`config.mk`:
```
export PLATFORM = sky130hd
export DESIGN_NAME = sample_fade_guard
export DESIGN_NICKNAME = d
export VERILOG_FILES = /design/src/rtl/fade_pkg.sv /design/src/rtl/fade_gain_ramp.sv /design/src/rtl/fade_scaler.sv /design/src/rtl/zero_run_watch.sv /design/src/rtl/sample_fade_guard.sv
export SDC_FILE = /design/constraint.sdc
export NUM_CORES = 1
export LEC_CHECK = 0
export BUFFER_PORTS_ARGS = -buffer_cell sky130_fd_sc_hd__buf_2
export CAP_MARGIN = 0
export CORE_UTILIZATION = 29
export CTS_CLUSTER_SIZE = 30
export DETAILED_ROUTE_END_ITERATION = 8
export GPL_ROUTABILITY_DRIVEN = 0
export SLEW_MARGIN = 20
export SYNTH_ARGS = -nofsm -noshare
export SYNTH_HDL_FRONTEND = slang
export SYNTH_SLANG_ARGS = --single-unit
```
`constraint.sdc`:
```
create_clock -name clk -period 14.45 [get_ports clk]
set_input_delay 0.7225 -clock clk [delete_from_list [all_inputs] [get_ports clk]]
set_output_delay 0.7225 -clock clk [all_outputs]
set_load 0.005 [all_outputs]
```
`src/rtl/fade_pkg.sv`:
```
package fade_pkg;
   typedef enum logic [1:0] {
      STEP_HOLD = 2'd0,
      STEP_DOWN = 2'd1,
      STEP_UP   = 2'd2
   } step_dir_t;
endpackage

```
`src/rtl/fade_gain_ramp.sv`:
```
module fade_gain_ramp
   import fade_pkg::*;
#(
   parameter int RAMP_STEPS = 1024,
   localparam int GAIN_W    = $clog2(RAMP_STEPS) + 1
) (
   input  logic              clk,
   input  logic              rst_n,
   input  logic              frame_tick,
   input  logic              mute_req,
   output logic [GAIN_W-1:0] gain_q
);
   localparam logic [GAIN_W-1:0] UNITY = GAIN_W'(RAMP_STEPS);

   step_dir_t dir;

   always_comb begin
      dir = STEP_HOLD;
      if (frame_tick) begin
         if (mute_req && gain_q != '0)
            dir = STEP_DOWN;
         else if (!mute_req && gain_q != UNITY)
            dir = STEP_UP;
      end
   end

   always_ff @(posedge clk) begin
      if (!rst_n)
         gain_q <= UNITY;
      else begin
         case (dir)
            STEP_DOWN: gain_q <= gain_q - 1'b1;
            STEP_UP:   gain_q <= gain_q + 1'b1;
            default:   gain_q <= gain_q;
         endcase
      end
   end
endmodule

```
`src/rtl/fade_scaler.sv`:
```
module fade_scaler #(
   parameter int SAMPLE_W = 24,
   parameter int GAIN_W   = 11,
   parameter int SHIFT    = 10
) (
   input  logic [SAMPLE_W-1:0] sample,
   input  logic [GAIN_W-1:0]   gain,
   output logic [SAMPLE_W-1:0] scaled
);
   localparam int PW = SAMPLE_W + GAIN_W + 1;
   localparam logic [PW-1:0] BIAS = {{(PW-SHIFT){1'b0}}, {SHIFT{1'b1}}};

   logic signed [PW-1:0] prod;
   logic signed [PW-1:0] biased;
   logic signed [PW-1:0] shifted;

   always_comb begin
      prod    = $signed(sample) * $signed({1'b0, gain});
      biased  = prod[PW-1] ? (prod + $signed(BIAS)) : prod;
      shifted = biased >>> SHIFT;
      scaled  = shifted[SAMPLE_W-1:0];
   end
endmodule

```
`src/rtl/zero_run_watch.sv`:
```
module zero_run_watch #(
   parameter int RUN_LEN = 8192,
   localparam int CW     = $clog2(RUN_LEN + 1)
) (
   input  logic clk,
   input  logic rst_n,
   input  logic frame_tick,
   input  logic frame_silent,
   output logic flag_q
);
   localparam logic [CW-1:0] LIMIT    = CW'(RUN_LEN);
   localparam logic [CW-1:0] LAST_ONE = CW'(RUN_LEN - 1);

   logic [CW-1:0] run_q;

   always_ff @(posedge clk) begin
      if (!rst_n) begin
         run_q  <= '0;
         flag_q <= 1'b0;
      end else if (frame_tick) begin
         if (!frame_silent) begin
            run_q  <= '0;
            flag_q <= 1'b0;
         end else begin
            if (run_q != LIMIT)
               run_q <= run_q + 1'b1;
            flag_q <= (run_q >= LAST_ONE);
         end
      end
   end
endmodule

```
`src/rtl/sample_fade_guard.sv`:
```
module sample_fade_guard #(
   parameter int SAMPLE_W   = 24,
   parameter int RAMP_STEPS = 1024,
   parameter int ZERO_RUN   = 8192
) (
   input  logic                clk,
   input  logic                rst_n,
   input  logic                frame_tick,
   input  logic                mute_req,
   input  logic [SAMPLE_W-1:0] left_in,
   input  logic [SAMPLE_W-1:0] right_in,
   output logic [SAMPLE_W-1:0] left_out,
   output logic [SAMPLE_W-1:0] right_out,
   output logic                zero_flag
);
   localparam int GAIN_W = $clog2(RAMP_STEPS) + 1;
   localparam int SHIFT  = $clog2(RAMP_STEPS);
   localparam int NCH    = 2;

   generate
      if ((RAMP_STEPS & (RAMP_STEPS - 1)) != 0 || RAMP_STEPS < 2) begin : bad_ramp
         $error("RAMP_STEPS must be a power of two of at least 2");
      end
      if (SAMPLE_W < 2) begin : bad_width
         $error("SAMPLE_W must be at least 2");
      end
      if (ZERO_RUN < 2) begin : bad_run
         $error("ZERO_RUN must be at least 2");
      end
   endgenerate

   logic [GAIN_W-1:0]              gain_q;
   logic [NCH-1:0][SAMPLE_W-1:0]   ch_in;
   logic [NCH-1:0][SAMPLE_W-1:0]   ch_scaled;
   logic [NCH-1:0][SAMPLE_W-1:0]   ch_q;

   assign ch_in[0] = left_in;
   assign ch_in[1] = right_in;

   fade_gain_ramp #(.RAMP_STEPS(RAMP_STEPS)) ramp_i (
      .clk        (clk),
      .rst_n      (rst_n),
      .frame_tick (frame_tick),
      .mute_req   (mute_req),
      .gain_q     (gain_q)
   );

   for (genvar ch = 0; ch < NCH; ch++) begin : g_chan
      fade_scaler #(
         .SAMPLE_W (SAMPLE_W),
         .GAIN_W   (GAIN_W),
         .SHIFT    (SHIFT)
      ) scale_i (
         .sample (ch_in[ch]),
         .gain   (gain_q),
         .scaled (ch_scaled[ch])
      );

      always_ff @(posedge clk) begin
         if (!rst_n)
            ch_q[ch] <= '0;
         else if (frame_tick)
            ch_q[ch] <= ch_scaled[ch];
      end
   end

   assign left_out  = ch_q[0];
   assign right_out = ch_q[1];

   zero_run_watch #(.RUN_LEN(ZERO_RUN)) zero_i (
      .clk          (clk),
      .rst_n        (rst_n),
      .frame_tick   (frame_tick),
      .frame_silent ((left_in == '0) && (right_in == '0)),
      .flag_q       (zero_flag)
   );
endmodule

```
==> flow_summary.yaml, run 1 <==
run_status:
  status: "completed"
synthesis:
  netlist_top_cells_area: "fa_1 (40%), inv_1 (9.9%), ha_1 (9.0%)"
  yosys_register_bits: 74
  ys.flop_type: "dfxtp_1"
  ys_warn_count: 0
  synthTopCellsByCount: "inv_1 (615), fa_1 (467), nand2_1 (443)"
  yosysTopAreaCell: "fa_1"
  synth_fp_nets: 3516
  yosysUniqueCellTypes: 82
  yosysMostFrequentCell: "inv_1"
  synthArstFlopShare_pct: 0
  synth-seq-area-share_pct: 6.34
  synth_area_sq_mm: 0.0234
  netlist.area_leader.share_pct: 40.0
  synth_area_per_cell_sq_um: 8.26
  syn_inst: 2829
  synth-edff-count: 0
global_routing:
  grt.total_usage_pct: 15.4
  grt-ovfl-total: 0
  grt_pass1_vias: 18500
  antenna_found_initial: 17
  grt_pass1_wl_um: 100000
  grt_max_degree: 90
timing:
  tightestPinTransition_ns: 1.13
  hold_viol_final: 0
  finalCritPeriodShare_pct: 56.5
  tns_ns: 0
  finalCriticalPeriod_ns: 8.17
  fin_skew_ns: 0.0154
  rsz0062_at_grt: "false"
  slew_headroom_pct: 24.6
  report.final.setup_viol: 0
  slew_viol_final: 0
  fmax_mhz: 122
worst_setup_path:
  crit_path_top_delay_cell: "dfxtp_2"
  end_kind: "flop"
  cp_max_fo: 51
  cp.arrival_ns: 8.37
  path_buf_inv: 3
  path_delay_family: "adder cells"
  critPathLaunchType: "flop"
  critical_path_class: "flop to flop"
  path_common_cell: "fa_1"
  cpPeakStageDelay_ns: 1.07
  path_cells: "nand2_1, fa_1, inv_1, fa_1, fa_1, fa_1, inv_1, fa_1, inv_1, ha_1, and4_1, and3_1, a22oi_1, a21oi_1, a31oi_1, xnor2_1, nand4_1, nor3_1, nand2_1, xor2_1, a211oi_1"
  cp.required_ns: 14.65
route:
  top_layer: "met5"
  wl_per_cell_um: 15.8
  wl_met1_um: 28600
  wl_met2_um: 27600
  drtAntennaViolNets: 0
  dr.pass1.iters: 5
  drtIter0Drc: 984
  wirelength_um: 60800
  avgViaCountPerCell: 4.75
  dr_wl_met3_um: 3750
  vias: 18300
  drc: 0
clocking:
  h-tree-depth: 3
  cts_tree: "yes"
  ctsRootBufferMaster: "clkbuf_16"
  clk_latency_ns: 0.37
  clkSinkCount: 74
  cts.clk_slew.worst_paths_ns: 0.06
  cts_buffers: 9
  clk_path_buf_depth: 2
  postCtsSetupBuffers: 0
  cts_hold_buf: 0
  cts_resized: 0
die:
  start_util_pct: 29.4
  pin_count: 101
  die_area_sq_mm: 0.0817
  fp-row-count: 103
  dieHeight_um: 286
  core_area_sq_mm: 0.0794
  die_width_um: 286
placed_design:
  io_buffers: 100
  placed_cell_area_sq_mm: 0.0247
  dp_hpwl_um: 49400
  placedCellCount: 3841
cells_and_area:
  multi_input_area_sq_mm: 0.0190
  final_nets: 3489
  regArea_sq_mm: 0.00150
  area_growth_pct: 6.96
  layout-drive-gt1-share_pct: 5.77
  finalCoreUtilization_pct: 31.5
  fin_cells: 3860
  fillers: 8487
  final_area_sq_mm: 0.0250
min_path:
  hold_path_class: "flop to flop"
flow_run:
  drv_cap: 0
## state kept, by name (all words and copies together) (netlist names)
register and cells:
ramp_i.gain_q 11, right_out 24, left_out 24, zero_i.flag_q 1
zero_i.run_q 14
## through the flow
step | hold slack, ns | setup slack [ns]
6_report | 0.483 | 6.28
5_1_grt | 0.506 | 5.80
4_1_cts | 0.486 | 6.47
3_5_place_dp | 0.478 | 6.49
3_3_place_gp | 0.472 | 6.61
2_1_floorplan | 0.462 | 7.73
## worst paths after layout
kind,slack [ns],cells after the start,from,endpoint
setup / recovery,6.28,21,ramp_i.gain_q[6]$_SDFFE_PN0P_,left_out[16]$_SDFFE_PN0P_
hold reg to reg,0.48,2,left_out[12]$_SDFFE_PN0P_,left_out[12]$_SDFFE_PN0P_
hold / removal,0.48,2,left_out[12]$_SDFFE_PN0P_,left_out[12]$_SDFFE_PN0P_
setup reg to reg,6.28,21,ramp_i.gain_q[6]$_SDFFE_PN0P_,left_out[16]$_SDFFE_PN0P_
## metal layers
metal,up-vias,global-route usage [%]
met3,69,3.14
met4,26,2.87
met5,-,0
li1,8609,-
met2,359,24.5
met1,9256,21.6
## cell type report
type,count,area share [%]
multi-input combinational,1989,76.0
inverter,616,9.25
timing repair buffer,112,2.36
clock buffer,11,0.971
antenna,3,0.0300
tap,1050,5.26
clock inverter,5,0.150
sequential,74,6.00
## tightest hold or removal path, stage by stage, from the launching register on
cell	delay, ns
dfxtp_1	0.31
nor2_1	0.08
a211oi_1	0.05
## layout by cell type (no fill, tap or decap), types with 5 or more instances in the layout
cell type | synthesis | routed
inv_1 | 615 | 615
fa_1 | 467 | 467
nand2_1 | 443 | 443
ha_1 | 168 | 168
and2_1 | 159 | 159
nor2_1 | 100 | 100
a21oi_1 | 100 | 100
buf_2 | 11 | 100
xnor2_1 | 70 | 70
dfxtp_1 | 74 | 65
o21ai_0 | 59 | 59
xor2_1 | 41 | 41
nor3_1 | 39 | 39
nand3_1 | 36 | 36
a21o_1 | 29 | 29
a211oi_1 | 27 | 27
nand4_1 | 25 | 25
nor4_1 | 23 | 23
o211ai_1 | 17 | 17
o21a_1 | 14 | 14
and3_1 | 13 | 13
or3_1 | 12 | 12
nor2b_1 | 12 | 12
buf_4 | 2 | 12
nand2b_1 | 11 | 11
o21bai_1 | 9 | 9
clkbuf_16 | 0 | 9
mux2i_1 | 8 | 8
a31oi_1 | 8 | 8
and4_1 | 6 | 6
nand3b_1 | 6 | 6
dfxtp_2 | 0 | 6
o21ai_1 | 5 | 5
o211a_1 | 5 | 5
## kinds of logic (layout without fill, tap and decap cells)
family	after synthesis	in the layout	synth area share, %
simple gates	909	909	18.5
flops	74	74	6.34
xor+xnor	112	112	4.23
mux	8	8	0.343
fa+ha+maj	635	635	49.0
other cells	0	3	0
buf+inv	766	744	12.4
compound gates	325	325	9.15
Power of run 1 is left out: the tool's default activity adds up to more than one toggle a clock period on the data nets, which glitch-free logic cannot reach.
==> run 2: changes to the inputs <==
==> constraint.sdc (replaced) <==
create_clock -name clk -period 6.55 [get_ports clk]
set_input_delay 0.3275 -clock clk [delete_from_list [all_inputs] [get_ports clk]]
set_output_delay 0.3275 -clock clk [all_outputs]
set_load 0.005 [all_outputs]
==> run 2 against run 1 <==
Utilization increased by 2.4 points. Worst setup slack got worse by 6.0 ns. Register-to-register slack got worse by 6.0 ns. Clock skew decreased by 0.00059 ns. Design area increased by 7.6%. Via count increased by 2.3%. Die area unchanged. Non-clock buffer count increased by 173. Critical path depth increased by 1. Highest routed layer unchanged. Worst hold slack improved by 0.0025 ns.
==> flow_summary.yaml, run 2 (synthesis results as in run 1) <==
run_status:
  status: "completed"
timing:
  fin_skew_ns: 0.0148
  hold_slack_ns: 0.486
  finalCritPeriodShare_pct: 96.0
  slew_viol_final: 0
  slew_headroom_pct: 27.9
  tns_ns: 0
  report.final.setup_viol: 0
  hold_viol_final: 0
  fmax_mhz: 159
  tightestPinTransition_ns: 1.07
  finalCriticalPeriod_ns: 6.29
worst_setup_path:
  critPathLaunchType: "flop"
  cp.required_ns: 6.78
  path_common_cell: "fa_1"
  path_cells: "buf_12, nand2_1, fa_1, inv_1, fa_1, fa_1, fa_1, inv_1, fa_1, inv_1, ha_1, a21o_1, o21bai_1, a221o_1, nor2b_2, nor3_4, and3_4, a2111oi_4, or4b_4, nor3_1, xnor2_1, a21oi_1"
  path_buf_inv: 4
  cp_max_fo: 27
  crit_path_top_delay_cell: "or4b_4"
  end_kind: "flop"
  critical_path_class: "flop to flop"
  cpPeakStageDelay_ns: 0.63
  cp.arrival_ns: 6.52
  path_delay_family: "adder cells"
route:
  drtIter0Drc: 780
  drc: 0
  wirelength_um: 61300
  dr.pass1.iters: 5
  vias: 18700
  wl_per_cell_um: 15.2
  drtAntennaViolNets: 0
  avgViaCountPerCell: 4.64
clocking:
  h-tree-depth: 3
  cts.clk_slew.worst_paths_ns: 0.08
  cts_buffers: 9
  clkSinkCount: 74
  clk_path_buf_depth: 2
  cts_hold_buf: 0
  ctsRootBufferMaster: "clkbuf_16"
  clk_latency_ns: 0.37
  cts_tree: "yes"
min_path:
  hold_path_class: "flop to flop"
placed_design:
  dp_hpwl_um: 51800
  io_buffers: 100
global_routing:
  grt-ovfl-total: 0
  antenna_found_initial: 19
  grt_max_degree: 90
  grt.total_usage_pct: 15.2
  grt_pass1_wl_um: 100000
  grt_pass1_vias: 19100
die:
  start_util_pct: 29.4
  core_area_sq_mm: 0.0794
  pin_count: 101
  dieHeight_um: 286
  die_width_um: 286
  die_area_sq_mm: 0.0817
  fp-row-count: 103
cells_and_area:
  finalCoreUtilization_pct: 33.9
  mostFrequentLayoutCells: "inv_1 (614), fa_1 (467), nand2_1 (441)"
  area_growth_pct: 15.1
  final_nets: 3662
  layout-drive-gt1-share_pct: 13.3
  fillers: 8365
  final_common_cell: "inv_1"
flow_run:
  drv_cap: 0
-- run 2: changes by cell type in the layout (fill, tap and decap cells not counted), sizes merged --
| cell | before | now |
|---|---|---|
| buf | 112 | 283 |
| bufinv | 0 | 1 |
| clkinv | 3 | 1 |
| diode | 3 | 6 |
| inv | 616 | 619 |
-- run 2: worst reg2reg max path: stages, from the launching register on --
cell and delay, ns:
dfxtp_4 0.42, buf_12 0.20, nand2_1 0.11, fa_1 0.49
inv_1 0.06, fa_1 0.57, fa_1 0.45, fa_1 0.50
inv_1 0.05, fa_1 0.47, inv_1 0.04, ha_1 0.29
a21o_1 0.17, o21bai_1 0.17, a221o_1 0.38, nor2b_2 0.19
nor3_4 0.17, and3_4 0.23, a2111oi_4 0.07, or4b_4 0.63
nor3_1 0.25, xnor2_1 0.16, a21oi_1 0.08
-- run 2: layout make-up --
class,instances,area (sq um),area share (%)
sequential,74,1510,5.62
multi-input combinational,1989,19400,72.0
clock buffer,9,225,0.837
timing repair buffer,285,2080,7.73
inverter,616,2310,8.59
tap,1050,1310,4.88
antenna,6,15.0,0.0558
clock inverter,7,82.6,0.307
-- run 2: routing by layer --
| metal | GRT usage, % | vias up | part of all wire [%] |
|---|---|---|---|
| met1 | 20.7 | 9391 | 47 |
| met5 | 0 | - | 0.22 |
| met3 | 2.82 | 82 | 4.6 |
| met2 | 24.7 | 302 | 46 |
| met4 | 3.85 | 24 | 2.0 |
| li1 | - | 8944 | - |
-- run 2: worst paths after layout --
kind | startpoint | to | slack [ns] | depth (start not counted)
max | ramp_i.gain_q[8]$_SDFFE_PN0P_ | right_out[12]$_SDFFE_PN0P_ | 0.26 | 22
min | left_out[7]$_SDFFE_PN0P_ | left_out[7]$_SDFFE_PN0P_ | 0.49 | 2
min reg2reg | left_out[7]$_SDFFE_PN0P_ | left_out[7]$_SDFFE_PN0P_ | 0.49 | 2
max reg2reg | ramp_i.gain_q[8]$_SDFFE_PN0P_ | right_out[12]$_SDFFE_PN0P_ | 0.26 | 22
-- run 2: repair_timing --
action,in CTS,in global routing
resized for setup,3,83
buffers inserted,0,13
cloned,0,1
endpoints found under the hold margin,0,0
setup endpoints to repair,6,40
pin swaps,0,26
-- run 2: per-stage QoR --
stage / setup WS (ns) / area, sq um / instances
2_1_floorplan: 0.0380 / 23400 / 2829
3_3_place_gp: 0.0194 / 26000 / 4000
3_5_place_dp: -0.0125 / 26100 / 4000
4_1_cts: 0.00386 / 26400 / 4016
5_1_grt: -0.00472 / 26900 / 4034
6_report: 0.264 / 26900 / 4036
Power of run 2 is left out for the same reason.
==> run 3: changes to the inputs <==
--- a/config.mk
+++ b/config.mk
@@ -7,10 +7,11 @@
 export LEC_CHECK = 0
 export BUFFER_PORTS_ARGS = -buffer_cell sky130_fd_sc_hd__buf_2
 export CAP_MARGIN = 0
-export CORE_UTILIZATION = 29
+export CORE_UTILIZATION = 40
 export CTS_CLUSTER_SIZE = 30
 export DETAILED_ROUTE_END_ITERATION = 8
 export GPL_ROUTABILITY_DRIVEN = 0
+export SETUP_SLACK_MARGIN = 0.02
 export SLEW_MARGIN = 20
 export SYNTH_ARGS = -nofsm -noshare
 export SYNTH_HDL_FRONTEND = slang
==> run 3 against run 2 <==
The flow now finishes with violations (negative setup slack). First-iteration DRC count is 71% higher. Utilization is 15 points higher. Critical path depth is 5 higher. Final cell count is 4.2% lower. Design area is 4.6% higher. Highest routed layer unchanged. Register-to-register slack worse by 0.33 ns.
==> flow_summary.yaml, run 3 (synthesis results as in run 1) <==
route:
  vias: 20100
  wirelength_um: 67500
  drtAntennaViolNets: 0
  dr.pass1.iters: 5
  drtIter0Drc: 1336
  wl_per_cell_um: 17.5
  drc: 0
  avgViaCountPerCell: 5.21
flow_run:
  drv_cap: 0
worst_setup_path:
  critical_path_class: "flop to flop"
  cp.arrival_ns: 6.91
  end_kind: "flop"
  cpPeakStageDelay_ns: 0.55
  cp_max_fo: 6
  critPathLaunchType: "flop"
  cp.required_ns: 6.84
  crit_path_top_delay_cell: "fa_1"
cells_and_area:
  final_common_cell: "inv_1"
  finalCoreUtilization_pct: 48.8
  layout-drive-gt1-share_pct: 19.5
  antenna_cells: 0
  fin_cells: 3865
  area_growth_pct: 20.4
  final_nets: 3782
  fillers: 5493
  final_area_sq_mm: 0.0281
  mostFrequentLayoutCells: "inv_1 (605), fa_1 (453), nand2_1 (424)"
clocking:
  cts.clk_slew.worst_paths_ns: 0.07
  cts_buffers: 9
  clkSinkCount: 74
  clk_path_buf_depth: 2
  h-tree-depth: 3
  cts_tree: "yes"
  ctsRootBufferMaster: "clkbuf_16"
  clk_latency_ns: 0.36
global_routing:
  use_met1_pct: 31.0
  grt-ovfl-total: 0
  grtUsageMet2_pct: 38.2
  grt_max_degree: 55
  grt.total_usage_pct: 22.8
  busiest_layer: "met2"
  grt_pass1_wl_um: 109000
  antenna_found_initial: 5
  grt_pass1_vias: 21100
  grtUsageMet3_pct: 3.47
timing:
  fmax_mhz: 151
  tightestPinTransition_ns: 1.06
  setup_slack_ns: -0.0675
  slew_headroom_pct: 29.1
  finalCriticalPeriod_ns: 6.62
  rsz0062_at_grt: "true"
  report.final.setup_viol: 1
  hold_viol_final: 0
  fin_skew_ns: 0.0133
  slew_viol_final: 0
  finalCritPeriodShare_pct: 101
die:
  pin_count: 101
  fp-row-count: 88
  start_util_pct: 40.5
  dieHeight_um: 244
  core_area_sq_mm: 0.0577
  die_area_sq_mm: 0.0594
  die_width_um: 244
min_path:
  hold_path_class: "flop to flop"
run_status:
  violations: "negative setup slack"
  status: "finished, violations left"
placed_design:
  dpl_worst_slack_ns: -0.417
  placedCellCount: 3796
  dp_hpwl_um: 53500
  placed_cell_area_sq_mm: 0.0262
  io_buffers: 100
==> run 3: repair_timing <==
| item | 4_1_cts | 5_1_grt |
|---|---|---|
| gates resized for setup | 58 | 185 |
| cloned | 1 | 2 |
| hold buffers | 0 | 0 |
| endpoints found under the setup margin | 24 | 37 |
| buffers inserted | 16 | 35 |
| pin swaps | 21 | 91 |
==> run 3: metrics by stage <==
step	hold WS, ns	TNS (ns)
after floorplan	0.462	0
after global placement	0.477	-1.30
after detailed placement	0.486	-2.73
after CTS	0.495	0
after global routing	0.528	-1.04
final	0.487	-0.0675
==> run 3: metal layers <==
metal	routed length (um)	share of wire (%)	vias up
li1	-	-	9187
met1	29800	44	10200
met2	32000	47	655
met3	4610	6.8	89
met4	1100	1.6	8
met5	48	0.071	-
==> run 3: final timing paths <==
check	start	end	slack [ns]	cells past startpoint
min	left_out[9]$_SDFFE_PN0P_	left_out[9]$_SDFFE_PN0P_	0.49	2
min reg2reg	left_out[9]$_SDFFE_PN0P_	left_out[9]$_SDFFE_PN0P_	0.49	2
max	ramp_i.gain_q[3]$_SDFFE_PN0P_	left_out[23]$_SDFFE_PN0P_	-0.07	27
max reg2reg	ramp_i.gain_q[3]$_SDFFE_PN0P_	left_out[23]$_SDFFE_PN0P_	-0.07	27
==> run 3: critical path, delay by kind of cell, from the launching register on <==
kind	cells	cell delay [ns]
buffers and inverters	9	1.16
adders and majority gates	6	2.48
DFF	1	0.39
and+or+nand+nor	7	1.65
AOI/OAI and AO/OA	5	0.84
==> run 3: final cells by class <==
class                           instances  area [sq um]  share of cell area (%)
Multi-Input combinational cell       1989         19900                    70.9
Sequential cell                        74          1510                    5.36
Clock buffer                           11           243                   0.862
Tap cell                              765           957                    3.40
Inverter                              616          2310                    8.21
Clock inverter                          5          86.3                   0.307
Timing Repair Buffer                  405          3100                    11.0
Power of run 3 is left out for the same reason.
